**config.mk**
```make
export PLATFORM = sky130hd
export DESIGN_NAME = head_pos_seq
export DESIGN_NICKNAME = d
export VERILOG_FILES = /design/src/rtl/hps_pkg.sv /design/src/rtl/hps_ms_timer.sv /design/src/rtl/hps_track_reg.sv /design/src/rtl/head_pos_seq.sv
export SDC_FILE = /design/constraint.sdc
export NUM_CORES = 1
export LEC_CHECK = 0
export BUFFER_PORTS_ARGS = -buffer_cell sky130_fd_sc_hd__buf_4
export CORE_MARGIN = 4
export CORE_UTILIZATION = 55
export CTS_CLUSTER_SIZE = 14
export DETAILED_ROUTE_END_ITERATION = 7
export GPL_ROUTABILITY_DRIVEN = 0
export PLACE_DENSITY = 0.83
export SLEW_MARGIN = 40
export SYNTH_ARGS = -nofsm -noshare
export SYNTH_HDL_FRONTEND = slang
export SYNTH_SLANG_ARGS = --single-unit
```
**constraint.sdc**
```tcl
create_clock -name clk -period 10.5 [get_ports clk]
set_input_delay 2.1 -clock clk [delete_from_list [all_inputs] [get_ports clk]]
set_output_delay 2.1 -clock clk [all_outputs]
set_load 0.005 [all_outputs]
```
**src/rtl/hps_pkg.sv**
```systemverilog
package hps_pkg;

    typedef enum logic [2:0] {
        ST_IDLE,
        ST_PREP,
        ST_DECIDE,
        ST_PULSE,
        ST_RATE,
        ST_SETTLE,
        ST_IDWAIT,
        ST_DONE
    } hps_state_e;

    typedef enum logic [2:0] {
        TOP_HOLD,
        TOP_LOAD,
        TOP_ALL1,
        TOP_INC,
        TOP_DEC,
        TOP_ZERO
    } trk_op_e;

    // Latched command fields (bit 3 and bit 7 are not needed after accept)
    typedef struct packed {
        logic       dir_given;  // bit 6
        logic       dir_outw;   // bit 5
        logic       flag4;      // bit 4: seek-vs-restore / track update
        logic       verify;     // bit 2
        logic [1:0] rate;       // bits 1:0
    } cmd_fields_t;

    function automatic int hps_max(input int a, input int b);
        return (a > b) ? a : b;
    endfunction

endpackage

```
**src/rtl/hps_ms_timer.sv**
```systemverilog
module hps_ms_timer #(
    parameter int TICKS_PER_MS = 8000,
    parameter int MS_W         = 10
) (
    input  logic            clk,
    input  logic            rst_n,
    input  logic            start,
    input  logic [MS_W-1:0] ms_len,
    output logic            expired
);
    localparam int PRE_W = (TICKS_PER_MS > 1) ? $clog2(TICKS_PER_MS) : 1;
    localparam logic [PRE_W-1:0] PRE_MAX = PRE_W'(TICKS_PER_MS - 1);

    logic [PRE_W-1:0] pre;
    logic [MS_W-1:0]  remain;
    logic             running;
    logic             pre_wrap;

    assign pre_wrap = (pre == PRE_MAX);
    assign expired  = running && ((remain == '0) || (pre_wrap && remain == MS_W'(1)));

    always_ff @(posedge clk or negedge rst_n) begin
        if (!rst_n) begin
            pre     <= '0;
            remain  <= '0;
            running <= 1'b0;
        end else if (start) begin
            pre     <= '0;
            remain  <= ms_len;
            running <= 1'b1;
        end else if (running) begin
            if (expired) begin
                running <= 1'b0;
            end else if (pre_wrap) begin
                pre    <= '0;
                remain <= remain - MS_W'(1);
            end else begin
                pre <= pre + PRE_W'(1);
            end
        end
    end

endmodule

```
**src/rtl/hps_track_reg.sv**
```systemverilog
module hps_track_reg
    import hps_pkg::*;
#(
    parameter int TRK_W = 8
) (
    input  logic             clk,
    input  logic             rst_n,
    input  trk_op_e          op,
    input  logic [TRK_W-1:0] wr_val,
    input  logic [TRK_W-1:0] target,
    output logic [TRK_W-1:0] track,
    output logic             at_target,
    output logic             below_target
);
    always_ff @(posedge clk or negedge rst_n) begin
        if (!rst_n) begin
            track <= '0;
        end else begin
            unique case (op)
                TOP_HOLD: track <= track;
                TOP_LOAD: track <= wr_val;
                TOP_ALL1: track <= '1;
                TOP_INC:  track <= track + TRK_W'(1);
                TOP_DEC:  track <= track - TRK_W'(1);
                TOP_ZERO: track <= '0;
                default:  track <= track;
            endcase
        end
    end

    assign at_target    = (track == target);
    assign below_target = (track < target);

endmodule

```
**src/rtl/head_pos_seq.sv**
```systemverilog
module head_pos_seq
    import hps_pkg::*;
#(
    parameter int TRK_W        = 8,
    parameter int TICKS_PER_MS = 8000,
    parameter int STEP_PW      = 16,
    parameter int RATE0_MS     = 6,
    parameter int RATE1_MS     = 12,
    parameter int RATE2_MS     = 20,
    parameter int RATE3_MS     = 30,
    parameter int SETTLE_MS    = 15,
    parameter int VERIFY_MS    = 1000
) (
    input  logic             clk,
    input  logic             rst_n,
    input  logic             cmd_valid,
    input  logic [7:0]       cmd_byte,
    input  logic             trk_wr,
    input  logic [TRK_W-1:0] trk_wdata,
    input  logic             dat_wr,
    input  logic [TRK_W-1:0] dat_wdata,
    input  logic             trk0_in,
    input  logic             id_valid,
    input  logic [TRK_W-1:0] id_track,
    output logic [TRK_W-1:0] track_out,
    output logic [TRK_W-1:0] data_out,
    output logic             step_out,
    output logic             step_dir,
    output logic             head_load,
    output logic             id_req,
    output logic             busy,
    output logic             seek_err,
    output logic             trk0_stat,
    output logic             irq
);
    localparam int MS_MAX = hps_max(hps_max(hps_max(RATE0_MS, RATE1_MS), hps_max(RATE2_MS, RATE3_MS)),
                                    hps_max(SETTLE_MS, VERIFY_MS));
    localparam int MS_W   = $clog2(MS_MAX + 1);
    localparam int PW_W   = $clog2(STEP_PW + 1);
    localparam int RATE_MS [4] = '{RATE0_MS, RATE1_MS, RATE2_MS, RATE3_MS};

    hps_state_e       state, state_n;
    cmd_fields_t      cq;
    logic [TRK_W-1:0] dat_q;
    logic             dir_q;
    logic [PW_W-1:0]  pw_cnt;
    trk_op_e          trk_op;
    logic             at_target, below_target;
    logic             tmr_start, tmr_exp;
    logic [MS_W-1:0]  tmr_len;
    logic [MS_W-1:0]  rate_tab [4];

    logic accept, step_fam, is_restore, seek_hit, move_dir, out_stop, do_update, id_match;
    hps_state_e fin_state;
    logic unused_cmd_bit;

    assign unused_cmd_bit = cmd_byte[3];

    for (genvar g = 0; g < 4; g++) begin : g_rate
        assign rate_tab[g] = MS_W'(RATE_MS[g]);
    end

    // ---------------- decode ----------------
    assign accept     = (state == ST_IDLE) && cmd_valid && !cmd_byte[7];
    assign step_fam   = cq.dir_given | cq.dir_outw;
    assign is_restore = !step_fam && !cq.flag4;
    assign seek_hit   = !step_fam && at_target;
    assign move_dir   = step_fam ? dir_q : below_target;
    assign out_stop   = trk0_in && !move_dir;
    assign do_update  = step_fam ? cq.flag4 : 1'b1;
    assign id_match   = id_valid && (id_track == track_out);
    assign fin_state  = cq.verify ? ST_SETTLE : ST_DONE;

    // ---------------- state register ----------------
    always_ff @(posedge clk or negedge rst_n) begin
        if (!rst_n) state <= ST_IDLE;
        else        state <= state_n;
    end

    // ---------------- next state ----------------
    always_comb begin
        state_n = state;
        unique case (state)
            ST_IDLE:   if (accept) state_n = ST_PREP;
            ST_PREP:   state_n = ST_DECIDE;
            ST_DECIDE: begin
                if (seek_hit || out_stop) state_n = fin_state;
                else                      state_n = ST_PULSE;
            end
            ST_PULSE:  if (pw_cnt == PW_W'(STEP_PW - 1)) state_n = ST_RATE;
            ST_RATE:   if (tmr_exp) state_n = step_fam ? fin_state : ST_DECIDE;
            ST_SETTLE: if (tmr_exp) state_n = ST_IDWAIT;
            ST_IDWAIT: if (id_match || tmr_exp) state_n = ST_DONE;
            ST_DONE:   state_n = ST_IDLE;
            default:   state_n = ST_IDLE;
        endcase
    end

    // ---------------- track register control ----------------
    always_comb begin
        trk_op = TOP_HOLD;
        unique case (state)
            ST_IDLE:   if (trk_wr) trk_op = TOP_LOAD;
            ST_PREP:   if (is_restore) trk_op = TOP_ALL1;
            ST_DECIDE: begin
                if (!seek_hit) begin
                    if (out_stop)       trk_op = TOP_ZERO;
                    else if (do_update) trk_op = move_dir ? TOP_INC : TOP_DEC;
                end
            end
            default:   trk_op = TOP_HOLD;
        endcase
    end

    hps_track_reg #(.TRK_W(TRK_W)) u_track (
        .clk          (clk),
        .rst_n        (rst_n),
        .op           (trk_op),
        .wr_val       (trk_wdata),
        .target       (dat_q),
        .track        (track_out),
        .at_target    (at_target),
        .below_target (below_target)
    );

    // ---------------- delay timer ----------------
    always_comb begin
        tmr_start = 1'b0;
        tmr_len   = '0;
        if (state_n != state) begin
            unique case (state_n)
                ST_RATE:   begin tmr_start = 1'b1; tmr_len = rate_tab[cq.rate]; end
                ST_SETTLE: begin tmr_start = 1'b1; tmr_len = MS_W'(SETTLE_MS); end
                ST_IDWAIT: begin tmr_start = 1'b1; tmr_len = MS_W'(VERIFY_MS); end
                default:   tmr_start = 1'b0;
            endcase
        end
    end

    hps_ms_timer #(.TICKS_PER_MS(TICKS_PER_MS), .MS_W(MS_W)) u_timer (
        .clk     (clk),
        .rst_n   (rst_n),
        .start   (tmr_start),
        .ms_len  (tmr_len),
        .expired (tmr_exp)
    );

    // ---------------- datapath and status registers ----------------
    always_ff @(posedge clk or negedge rst_n) begin
        if (!rst_n) begin
            cq        <= '0;
            dat_q     <= '0;
            dir_q     <= 1'b1;
            pw_cnt    <= '0;
            irq       <= 1'b0;
            seek_err  <= 1'b0;
            trk0_stat <= 1'b0;
        end else begin
            trk0_stat <= trk0_in;
            pw_cnt    <= (state == ST_PULSE) ? pw_cnt + PW_W'(1) : '0;
            if (accept) begin
                cq       <= '{dir_given: cmd_byte[6], dir_outw: cmd_byte[5], flag4: cmd_byte[4],
                              verify: cmd_byte[2], rate: cmd_byte[1:0]};
                irq      <= 1'b0;
                seek_err <= 1'b0;
            end
            if (state == ST_IDLE && dat_wr) dat_q <= dat_wdata;
            if (state == ST_PREP) begin
                if (is_restore)  dat_q <= '0;
                if (cq.dir_given) dir_q <= !cq.dir_outw;
            end
            if (state == ST_DECIDE && !step_fam && !seek_hit) dir_q <= below_target;
            if (state == ST_IDWAIT && !id_match && tmr_exp) seek_err <= 1'b1;
            if (state == ST_DONE) irq <= 1'b1;
        end
    end

    // ---------------- outputs ----------------
    always_comb begin
        busy      = (state != ST_IDLE);
        step_out  = (state == ST_PULSE);
        head_load = (state == ST_SETTLE) || (state == ST_IDWAIT);
        id_req    = (state == ST_IDWAIT);
        step_dir  = dir_q;
        data_out  = dat_q;
    end

endmodule

```
======== Word level (Yosys, flattened, before mapping) ========
Index checks and enable logic that the tools add are counted.
cells by class
  $add $sub $neg .......................... 5
  order comparisons ....................... 2
  equal/unequal tests ..................... 22
  mux-type cells .......................... 47
  bitwise operators ....................... 2
  reduce and logical (&&, ||, !) cells .... 38
operators with widths
  operator                                                                 number
  10-bit two-way mux                                                       7
  13-bit two-way mux                                                       4
  8-bit case mux with 5 select lines                                       1
  3-bit two-way mux                                                        11
  10-bit case mux with 3 select lines                                      1
  3-bit equality test (second input constant)                              9
  8-bit two-way mux                                                        3
  3-bit case mux with 8 select lines                                       1
  10-bit binary-select mux with 2-bit select                               1
  8-bit equality test                                                      2
  1-bit two-way mux                                                        14
  13-bit by 1-bit adder with 13-bit output (second input constant)         1
  13-bit equality test (second input constant)                             1
  1-bit logical AND                                                        13
  3-bit by 2-bit equality test with 1-bit output (second input constant)   4
  2-bit nonzero test                                                       6
  10-bit by 1-bit equality test with 1-bit output (second input constant)  1
  10-bit logical NOT                                                       1
  10-bit by 1-bit subtractor with 10-bit output (second input constant)    1
  3-bit case mux with 3 select lines                                       1
  8-bit by 1-bit adder with 8-bit output (second input constant)           1
  8-bit < comparator                                                       1
  8-bit by 1-bit subtractor with 8-bit output (second input constant)      1
  1-bit logical NOT                                                        7
  17 further kinds                                                         23
word-level totals
  register bits after elaboration ......... 58
  input bits .............................. 39
  output and inout port bits .............. 24
  logic and storage cells ................. 132

======== Logic depth before layout (Yosys ltp) ========
  depth after elaboration ................. 13
  mapped depth ............................ 17
  mapped depth without buffers ............ 17

======== By module ========
A second synthesis with hierarchy kept.
second synthesis, totals
  cells, all modules ...................... 461
  area total of the unflattened synthesis .. 4161.5 um^2
by module, submodules not included
  module         instances  cells each  area an instance (um^2)  sequential area each (um^2)
  head_pos_seq   1          170         1615.3                   651.9
  hps_ms_timer   1          158         1472.7                   600.6
  hps_track_reg  1          133         1073.5                   200.2

======== Worst setup path after synthesis ========
Ideal clock, no wire load.
  path type ............................... input-to-reg
  start ................................... in trk_wr
  end ..................................... reg u_track.track[7]
  library setup time ...................... 0.121 ns
  arrival time ............................ 4.765 ns
  data required time ...................... 10.379 ns
  slack ................................... 5.614 ns
  stages on the path ...................... 11
  buffers on the path ..................... 0
  path through ............................ and2_1 -> nor4_1 -> ha_1 -> a21o_1 -> a21o_1 -> a21o_1 -> a21oi_1 -> o21ai_0 -> xor2_1 -> o21a_1 -> o22a_1
between the ends
  longest elaborated chain between the ends .. 4
  elaborated cells between the ends (all ways) .. 9
  those cells by class .................... eq/ne (5); mux (3); reduce/logical (1)
RTL lines
  item                                                                      RTL line             text
  start: declaration                                                        head_pos_seq.sv:18   input logic trk_wr,
  1-bit two-way mux *                                                       head_pos_seq.sv:103  ST_IDLE: if (trk_wr) trk_op = TOP_LOAD;
  3-bit case mux with 3 select lines *                                      head_pos_seq.sv:102  unique case (state)
  3-bit equality test (tied with other cells)                               hps_track_reg.sv:19  unique case (op)
  8-bit case mux with 5 select lines or 5-bit nonzero test (tied branches)  n/a
  end signal: assignment                                                    hps_track_reg.sv:20  TOP_HOLD: track <= track;
  end signal: assignment                                                    hps_track_reg.sv:21  TOP_LOAD: track <= wr_val;
  end signal: assignment                                                    hps_track_reg.sv:23  TOP_INC: track <= track + TRK_W'(1);
  end: declaration                                                          hps_track_reg.sv:11  output logic [TRK_W-1:0] track,
Mark *: on every way between the ends. The rest lies on a longest branch, timed or not.
A chain may end at the register's enable or synchronous reset.

======== Worst setup path after layout ========
Same ends and word-level chain as after synthesis.

==> run_results.csv <==
group,metric,value,unit
run_status,status,"finished clean",
place,dp_hpwl,6820,µm
floorplan,initial_core_util,57.8,%
power,ir_worst_vdd,0.0855,mV
route,route.final.wire_length,9010,µm
cts,cts_root_buffer,"clkbuf_8",
place,place_inst,555,
critical_path,cp_max_fo,8,
synthesis,yosysTopAreaCellShare,38.2,%
critical_path,end_kind,"flop",
layout,fillers,500,
synthesis,synth_ff_type,"dfrtp_1",
route,drcViolationCount,0,
cts,cts_tree,"done",
route,initialDrtViolationCount,225,
cts,numCtsBuffers,9,
floorplan,dieWidth,90.4,µm
timing,fin_crit_sh,41.7,%
global_routing,grt_pass1_vias,3314,
layout,multiInputGateArea,2120,µm²
cts,cts_resized,0,
cts,post_cts_buffers,0,
floorplan,ioPinCount,63,
job,drv_cap,0,
timing,fin_setup_tns,0,ns
place,port_buffers,61,
floorplan,die_h,90.4,µm
floorplan,dieArea,8170,µm²
layout,syn2layout_area_growth,18.7,%
timing,grt_setup_unrepaired,"false",
layout,seq_area,1450,µm²
floorplan,core,6460,µm²
cts,cts_hold_buf,0,
min_path,hold_path_class,"reg2reg",
synthesis,syn_nets,486,
global_routing,grt.total_usage,22.7,%
critical_path,crit_type,"in2reg",
cts,cts.sinks,58,
synthesis,synth_cells,427,
global_routing,grt.overflow.total,0,
synthesis,yosys.cell_types.count,61,
synthesis,synth_seq_cells,58,
cts,clkSlewWorstSetupHoldPaths,0.07,ns
critical_path,cp-start-kind,"input port",
timing,holdWs,0.478,ns
global_routing,antenna_found_initial,0,
timing,hold_viol,0,
route,ant_nets,0,
critical_path,worstPathArrival,4.60,ns
timing,fmax,229,MHz
layout,fin_nets,548,
global_routing,grt_max_degree,59,
place,placed_area,4260,µm²
critical_path,required,10.72,ns
timing,max_slew_margin,44.9,%
route,vias_per_cell,6.02,
layout,final_cell_area,4430,µm²
layout,diodes,0,
power,power_density,94.8,nW/µm²
synthesis,synth_top_area_cell,"dfrtp_1",
timing,finalSetupViolations,0,
synthesis,synth.most_common_cell,"dfrtp_1",
route,firstDrtPassIters,5,
layout,layoutNonFillerInstCount,571,
timing,tightest_slew,0.821,ns
cts,cts_buffer_depth,2,
floorplan,rows,29,
synthesis,yosysSeqAreaShare,38.9,%
layout,drive_above_1_share,21.5,%
global_routing,grt_pass1_wl,15400,µm
synthesis,netlist_top_cells_count,"dfrtp_1, nor2_1, nand2_1, a21oi_1, inv_1",
synthesis,ys_warn_count,0,
synthesis,synth_edf_count,0,
cts,clk_latency,0.34,ns
synthesis,async_flop_share,100,%
cts,htreeDepth,3,
synthesis,synth_area,3730,µm²
power,p_leak,2.03,nW
route,wire_per_inst,15.8,µm
timing,slew_violations,0,
synthesis,ys_top_cells_by_area,"dfrtp_1, ha_1, a21oi_1, nor2_1, nand2_1",
timing,period_needed,4.38,ns
timing,skew,0.00517,ns
synthesis,syn_area_per_cell,8.74,µm²
route,vias,3439,
-- layout by cell type, fill, tap and decap left out, types with 2 or more instances in the layout --
cell type	n
a311oi_1	2
inv_2	2
xor2_1	9
nand4_1	7
o211ai_1	2
nor2_1	44
and3_1	6
nor2b_1	6
nand3_1	15
clkbuf_8	10
o31ai_1	5
nor3_2	4
o311ai_0	3
inv_1	21
clkinv_2	5
nand2_1	42
nand2b_1	3
o21a_1	8
o21bai_1	2
and2_1	3
o22ai_1	7
a211oi_1	2
a31oi_1	5
ha_1	19
dfrtp_1	57
nor4_1	6
nor3b_1	4
mux2_2	6
o31a_1	2
or3_1	4
a21o_1	6
xnor2_1	14
o21ai_0	18
nor3_1	12
a21oi_1	41
buf_4	65
-- area by class of cell --
class,count,area share [%]
clock buffers,10,3.11
clock inverters,6,0.734
inverters,24,2.03
multi-input cells,330,47.9
flip-flops and latches,58,32.8
well taps,77,2.18
repair buffers,66,11.3
-- metrics by stage --
step | utilization (%) | total power (W) | setup WS, ns
floorplan | - | 0.000230 | 5.61
finish | 68.6 | 0.000420 | 6.12
global placement | 65.7 | 0.000246 | 5.78
global route | 68.6 | 0.000437 | 5.99
detailed placement | 65.9 | 0.000246 | 5.85
CTS | 68.6 | 0.000426 | 6.20
-- critical path, stage by stage --
cell,delay (ns)
buf_4,0.11
and2_1,0.15
nor4_1,0.26
buf_4,0.23
ha_1,0.24
a21o_1,0.18
a21o_1,0.20
a21o_1,0.18
a21oi_1,0.24
o21ai_0,0.17
xor2_1,0.22
a21oi_1,0.09
o22a_1,0.22
-- layer usage --
| layer | vias up | global-route usage, % | share of wire (%) | wire length [µm] |
|---|---|---|---|---|
| met1 | 1664 | 28.8 | 45 | 4020 |
| met3 | 15 | 4.42 | 5.3 | 476 |
| met4 | 0 | 9.31 | 1.7 | 157 |
| li1 | 1657 | - | - | - |
| met5 | - | 0 | 0 | 0 |
| met2 | 103 | 38.0 | 48 | 4360 |
-- registers in the layout, indices dropped and copies added, names as in the netlist --
| name | flops |
|---|---|
| pw_cnt | 5 |
| state | 3 |
| seek_err | 1 |
| cq | 6 |
| u_timer.pre | 13 |
| step_dir | 1 |
| irq | 1 |
| u_timer.remain | 10 |
| u_timer.running | 1 |
| data_out | 8 |
| u_track.track | 8 |
| trk0_stat | 1 |
-- final timing paths --
kind | from | endpoint | slack (ns) | cells after the start
min | pw_cnt[0] | pw_cnt[0] | 0.48 | 1
min in group asynchronous | rst_n | cq[3] | 1.82 | 1
min reg2reg | pw_cnt[0] | pw_cnt[0] | 0.48 | 1
max in group asynchronous | rst_n | u_track.track[4] | 8.20 | 1
max reg2reg | u_track.track[0] | u_track.track[7] | 6.51 | 17
max | trk_wr | u_track.track[7] | 6.12 | 13
-- logic make-up (layout without fill, tap and decap cells) --
kind of cell | Yosys count | after routing | synth area share [%]
AO/OA/AOI/OAI | 116 | 116 | 20.5
AND/OR/NAND/NOR | 164 | 164 | 21.9
XOR/XNOR | 23 | 23 | 5.40
buffers and inverters | 39 | 106 | 4.23
adder cells (fa/ha/maj) | 20 | 20 | 6.91
flip-flops | 58 | 58 | 38.9
multiplexers | 7 | 7 | 2.11
-- power by group --
group	switching, W	internal (W)	total, W
clock network	0.0000887	0.0000897	0.000178
logic	0.00000766	0.0000102	0.0000179
registers	0.0000000570	0.000224	0.000224
total	0.0000964	0.000324	0.000420
No activity file was read; power rests on OpenSTA's default activity.
